`src/rtl/domain_pwr_iso_pkg.sv`:
```
package domain_pwr_iso_pkg;
  localparam logic [2:0] ADDR_OFF     = 3'd0;
  localparam logic [2:0] ADDR_PDREQ   = 3'd1;
  localparam logic [2:0] ADDR_PDACK   = 3'd2;
  localparam logic [2:0] ADDR_DISC    = 3'd3;
  localparam logic [2:0] ADDR_BUSSTAT = 3'd4;
  localparam logic [2:0] ADDR_LATCH   = 3'd5;
  localparam logic [2:0] ADDR_OVR     = 3'd6;
  localparam logic AGENT_HOST = 1'b0;

  typedef struct packed {
    logic setOff;
    logic wrPdReq;
    logic wrDisc;
    logic wrLatch;
    logic wrBit;
  } ctrlStrobe_t;

  typedef struct packed {
    logic offReq;
    logic pdReq;
    logic pdAck;
    logic discReq;
    logic discAck;
    logic busDisc;
    logic latchOpen;
    logic forceOn;
  } dpStatus_t;
endpackage

```
`src/rtl/domain_pwr_iso_ctrl.sv`:
```
module domain_pwr_iso_ctrl
  import domain_pwr_iso_pkg::*;
(
  input  logic        regWrEn,
  input  logic        regRdEn,
  input  logic        regAgent,
  input  logic [2:0]  regAddr,
  input  logic        regWrBit,
  input  dpStatus_t   status,
  output ctrlStrobe_t strobe,
  output logic [1:0]  regRdData,
  output logic        regRdErr
);
  logic hostBlocked;
  logic wrOk;

  assign hostBlocked = (regAgent == AGENT_HOST) && status.busDisc;
  assign wrOk = regWrEn && !hostBlocked;

  always_comb begin
    strobe.setOff  = wrOk && (regAddr == ADDR_OFF) && regWrBit;
    strobe.wrPdReq = wrOk && (regAddr == ADDR_PDREQ);
    strobe.wrDisc  = wrOk && (regAddr == ADDR_DISC);
    strobe.wrLatch = wrOk && (regAddr == ADDR_LATCH);
    strobe.wrBit   = regWrBit;
  end

  assign regRdErr = regRdEn && hostBlocked;

  always_comb begin
    regRdData = 2'b00;
    if (regRdEn && !hostBlocked) begin
      case (regAddr)
        ADDR_OFF:     regRdData = {1'b0, status.offReq};
        ADDR_PDREQ:   regRdData = {1'b0, status.pdReq};
        ADDR_PDACK:   regRdData = {1'b0, status.pdAck};
        ADDR_DISC:    regRdData = {1'b0, status.discReq};
        ADDR_BUSSTAT: regRdData = {status.busDisc, status.discAck};
        ADDR_LATCH:   regRdData = {1'b0, status.latchOpen};
        ADDR_OVR:     regRdData = {1'b0, status.forceOn};
        default:      regRdData = 2'b00;
      endcase
    end
  end
endmodule

```
`src/rtl/domain_pwr_iso_dp.sv`:
```
module domain_pwr_iso_dp
  import domain_pwr_iso_pkg::*;
#(
  parameter int ACK_DELAY   = 4,
  parameter int SYNC_STAGES = 2
) (
  input  logic        clk,
  input  logic        rstN,
  input  logic        forceOn,
  input  logic        powerUp,
  input  ctrlStrobe_t strobe,
  output dpStatus_t   status,
  output logic        powerOffCmd,
  output logic        busIsolate,
  output logic        ioLatchOpen,
  output logic        domLowPower
);
  localparam int CNT_W = $clog2(ACK_DELAY + 1);
  localparam logic [CNT_W-1:0] CNT_LAST = CNT_W'(ACK_DELAY - 1);

  logic offReq, pdReq, discReq, discAck, busDisc, latchOpen;
  logic aonCap;
  logic [CNT_W-1:0] aonCnt;
  logic [SYNC_STAGES-1:0] syncQ;
  logic pdAck;

  always_ff @(posedge clk or negedge rstN) begin
    if (!rstN) begin
      offReq    <= 1'b0;
      pdReq     <= 1'b0;
      discReq   <= 1'b0;
      latchOpen <= 1'b0;
    end else begin
      if (powerUp)             offReq <= 1'b0;
      else if (strobe.setOff)  offReq <= 1'b1;
      if (strobe.wrPdReq)      pdReq <= strobe.wrBit;
      if (strobe.wrDisc)       discReq <= strobe.wrBit;
      if (strobe.wrLatch)      latchOpen <= strobe.wrBit;
    end
  end

  always_ff @(posedge clk or negedge rstN) begin
    if (!rstN) begin
      discAck <= 1'b0;
      busDisc <= 1'b0;
    end else begin
      discAck <= discReq;
      busDisc <= (discAck && !forceOn) || pdAck;
    end
  end

  // Always-on capture of the power-down request after a fixed latency
  always_ff @(posedge clk or negedge rstN) begin
    if (!rstN) begin
      aonCap <= 1'b0;
      aonCnt <= '0;
    end else if (pdReq == aonCap) begin
      aonCnt <= '0;
    end else if (aonCnt == CNT_LAST) begin
      aonCap <= pdReq;
      aonCnt <= '0;
    end else begin
      aonCnt <= aonCnt + 1'b1;
    end
  end

  genvar k;
  generate
    for (k = 0; k < SYNC_STAGES; k++) begin : gSync
      if (k == 0) begin : gFirst
        always_ff @(posedge clk or negedge rstN)
          if (!rstN) syncQ[0] <= 1'b0;
          else       syncQ[0] <= aonCap;
      end else begin : gNext
        always_ff @(posedge clk or negedge rstN)
          if (!rstN) syncQ[k] <= 1'b0;
          else       syncQ[k] <= syncQ[k-1];
      end
    end
  endgenerate

  assign pdAck = syncQ[SYNC_STAGES-1];

  assign powerOffCmd = offReq && !forceOn && busDisc;
  assign busIsolate  = busDisc;
  assign ioLatchOpen = latchOpen;
  assign domLowPower = pdReq || pdAck;

  always_comb begin
    status.offReq    = offReq;
    status.pdReq     = pdReq;
    status.pdAck     = pdAck;
    status.discReq   = discReq;
    status.discAck   = discAck;
    status.busDisc   = busDisc;
    status.latchOpen = latchOpen;
    status.forceOn   = forceOn;
  end
endmodule

```
`src/rtl/domain_pwr_iso.sv`:
```
module domain_pwr_iso
  import domain_pwr_iso_pkg::*;
#(
  parameter int ACK_DELAY   = 4,
  parameter int SYNC_STAGES = 2
) (
  input  logic       clk,
  input  logic       rstN,
  input  logic       forceOn,
  input  logic       powerUp,
  input  logic       regWrEn,
  input  logic       regRdEn,
  input  logic       regAgent,
  input  logic [2:0] regAddr,
  input  logic       regWrBit,
  output logic [1:0] regRdData,
  output logic       regRdErr,
  output logic       powerOffCmd,
  output logic       busIsolate,
  output logic       ioLatchOpen,
  output logic       domLowPower
);
  ctrlStrobe_t strobe;
  dpStatus_t   status;
  logic        offReqQ;
  logic        pdAckQ;

  domain_pwr_iso_ctrl uCtrl (
    .regWrEn  (regWrEn),
    .regRdEn  (regRdEn),
    .regAgent (regAgent),
    .regAddr  (regAddr),
    .regWrBit (regWrBit),
    .status   (status),
    .strobe   (strobe),
    .regRdData(regRdData),
    .regRdErr (regRdErr)
  );

  domain_pwr_iso_dp #(.ACK_DELAY(ACK_DELAY), .SYNC_STAGES(SYNC_STAGES)) uDp (
    .clk        (clk),
    .rstN       (rstN),
    .forceOn    (forceOn),
    .powerUp    (powerUp),
    .strobe     (strobe),
    .status     (status),
    .powerOffCmd(powerOffCmd),
    .busIsolate (busIsolate),
    .ioLatchOpen(ioLatchOpen),
    .domLowPower(domLowPower)
  );

  assign offReqQ = status.offReq;
  assign pdAckQ  = status.pdAck;
endmodule

```
`config.mk`:
```
export PLATFORM = sky130hd
export DESIGN_NAME = domain_pwr_iso
export DESIGN_NICKNAME = d
export VERILOG_FILES = /design/src/rtl/domain_pwr_iso_pkg.sv /design/src/rtl/domain_pwr_iso_ctrl.sv /design/src/rtl/domain_pwr_iso_dp.sv /design/src/rtl/domain_pwr_iso.sv
export SDC_FILE = /design/constraint.sdc
export NUM_CORES = 1
export LEC_CHECK = 0
export ABC_AREA = 1
export BUFFER_PORTS_ARGS = -buffer_cell sky130_fd_sc_hd__buf_2
export CORE_AREA = 5 5 42 44
export DETAILED_ROUTE_END_ITERATION = 8
export DIE_AREA = 0 0 47 49
export GPL_ROUTABILITY_DRIVEN = 0
export PLACE_DENSITY_LB_ADDON = 0.2
export SYNTH_ARGS = -nofsm -noshare
export SYNTH_HDL_FRONTEND = slang
export SYNTH_SLANG_ARGS = --single-unit
```
`constraint.sdc`:
```
create_clock -name clk -period 1.9 [get_ports clk]
set_input_delay 0.38 -clock clk [delete_from_list [all_inputs] [get_ports clk]]
set_output_delay 0.38 -clock clk [all_outputs]
set_load 0.005 [all_outputs]
```
==> run metrics <==
Achievable Freq=approximately 650 MHz; FFs w/ async S/R, synth=100.0%; CTS tree=done; #FFs+latches synth=12; die footprint=2303 um2; Post-Route Setup TNS=0 ps; share of cells above drive strength 1=a little over a quarter; Core ar.=~1400 um2; layout filler cell count=151; Post-Synthesis Cell Area=586.8 um2; largest net degree at the start of global routing=13; PD cells=1073 nW/um2; final count of pins violating max slew=0; Initial Utilization=a little over two fifths; critical setup path kind=flop to output pin; routed vias=~540; slew at the pin closest to its max-slew limit=257.3 ps; # nets final=106; CP Max Fanout=3; startpoint types=flop; fin crit share=80.54%; # clock sinks=12; CTS H-tree depth=1; Tot GR Track Use=11.43%; top post-synthesis cells by count=12 x dfrtp_1, 12 x nor2_1, 11 x nand2_1; post-synthesis sequential area ratio=51.17%; Iter 0 DRT Violations=11; Synth top area share=51.17%; ranking of synthesized cells by area=dfrtp_1 51%, nand3_1 7.7%, nor2_1 7.7%; Pre-antenna DRT Iters=4; Worst slew margin=roughly 83%; Diodes inserted=0; drt via density=4.981; Top FF cell, synth=dfrtp_1; Layout area overhead=21.54%; drt drc=0; die width=47 um; VDD IR max=0.0007499 V; antenna viol nets, final=0; vias in the first global route=approximately 470; CTS buffer count=3; min cycle time layout=1530 ps; PortBufs=17; Post-CTS Setup Bufs=0; post-DP HPWL=between 900 and 1000 um; Clk Latency, worst-skew pair=260 ps; GRT overflow=0; Max Buffers Root-to-Sink=2; Worst Path Arrival=1150 ps; first-pass GRT wire length=between 1500 and 2000 um; Clock Tree Root=clkbuf_4; area leader, netlist=dfrtp_1; pre-CTS WS=441.6 ps; Worst Hold Class=input port to flop; clock-pin slew on the worst setup and hold paths=approximately 60 ps; total power=0.0007653 W; Post-synth EDFFs=0; Cell variety after synth=18; final worst slack=369.7 ps; Ys Warns=0; cell row count=14; initial antenna violation count=0; final setup vio count=0; max_cap viols=0; status=completed; cells after synthesis=72; endpoint type of the worst setup path=output pin; Mapped Nets=84; Die Span Y=just under 50 um; RSZ-0062 raised after global routing=false; final setup skew=0.3279 ps; # IOs=18; Req. time, crit path=approximately 1500 ps; WL/cell=10.88 um; drt total wl=roughly 1200 um; Final Hold Violating Endpoints=0; LEAKAGE=around 0.37 nW; Mean Syn Cell Area=8.150 um2
-- per-stage QoR --
step / utilization (%) / instances / hold slack, ps / instance area (um2)
4_1_cts: 50.89 / 108 / 281.7 / 713.2
2_1_floorplan: - / 72 / 84.41 / 586.8
5_1_grt: 50.89 / 108 / 266.0 / 713.2
3_5_place_dp: 48.57 / 104 / 266.0 / 680.7
3_3_place_gp: 48.57 / 104 / 269.0 / 680.7
6_report: 50.89 / 108 / 284.9 / 713.2
-- cell usage in the layout, fill, tap and decap left out, drive strengths merged --
cell type,netlist,layout
nand4,3,3
ha,1,1
nor2,13,13
nand3b,1,1
dlygate4sd3,0,1
inv,11,11
clkbuf,0,3
buf,1,17
nor3b,1,1
nand2,12,12
nand3,9,9
a21oi,3,3
nor3,2,2
dfrtp,12,12
o21ai,2,2
xnor2,1,1
-- critical path, stage by stage (launching register included) --
cell,delay (ps)
dfrtp_1,360
inv_1,90
nand2_1,60
nand3_1,70
nand3_1,70
nor2_1,80
nor2_1,40
buf_2,120
-- cell families (layout without fill, tap and decap cells) --
logic type,count (synthesis),count (layout),share of synthesized area [%]
compound gates,5,5,4.262
xor+xnor,1,1,1.493
fa+ha+maj,1,1,2.132
buf+inv,12,32,8.955
flops,12,12,51.17
simple gates,41,41,31.98
-- report_power, final --
part / total (W) / leakage [nW] / switching (W) / internal, W
sequential: 0.000402 / 0.147 / 0.0000565 / 0.000345
clock: 0.000140 / 0.0138 / 0.0000673 / 0.0000730
combinational: 0.000223 / 0.211 / 0.000124 / 0.0000997
-- routing by layer --
layer	share of wire [%]	vias up	track usage, %
met5	0	-	0
met4	0.34	0	1.382
met3	8.9	2	6.273
met2	47	16	16.52
met1	44	247	15.40
li1	-	273	-
-- state kept, by name (all words and copies together), names as in the netlist --
name	count
uDp.ioLatchOpen	1
uDp.aonCap	1
uDp.pdAck	1
uDp.offReq	1
uDp.syncQ	1
uDp.discAck	1
uDp.aonCnt	3
uDp.busIsolate	1
uDp.pdReq	1
uDp.discReq	1
-- cell type report --
type / count / area [um2] / area share [%]
timing repair buffer: 18 / 95.09 / 13.33
tap: 16 / 20.02 / 2.807
multi-input combinational: 48 / 234.0 / 32.81
clock buffer: 3 / 22.52 / 3.158
sequential: 12 / 300.3 / 42.11
inverter: 11 / 41.29 / 5.789
-- worst paths after layout --
check | cells past startpoint | to | start | slack, ps
setup / recovery | 7 | regRdData[0] | uDp.pdAck | 370
hold / removal | 2 | uDp.offReq | powerUp | 280
setup reg to reg | 4 | uDp.offReq | uDp.busIsolate | 880
hold reg to reg | 0 | uDp.pdAck | uDp.syncQ[0] | 350
max in group asynchronous | 2 | uDp.aonCnt[1] | rstN | 1170
min in group asynchronous | 2 | uDp.pdAck | rstN | 530
-- repair_timing --
action	4_1_cts	5_1_grt
hold endpoints to repair	12	0
hold buffers	1	0
resized for setup	0	0
(Power assumes the default switching activity.)
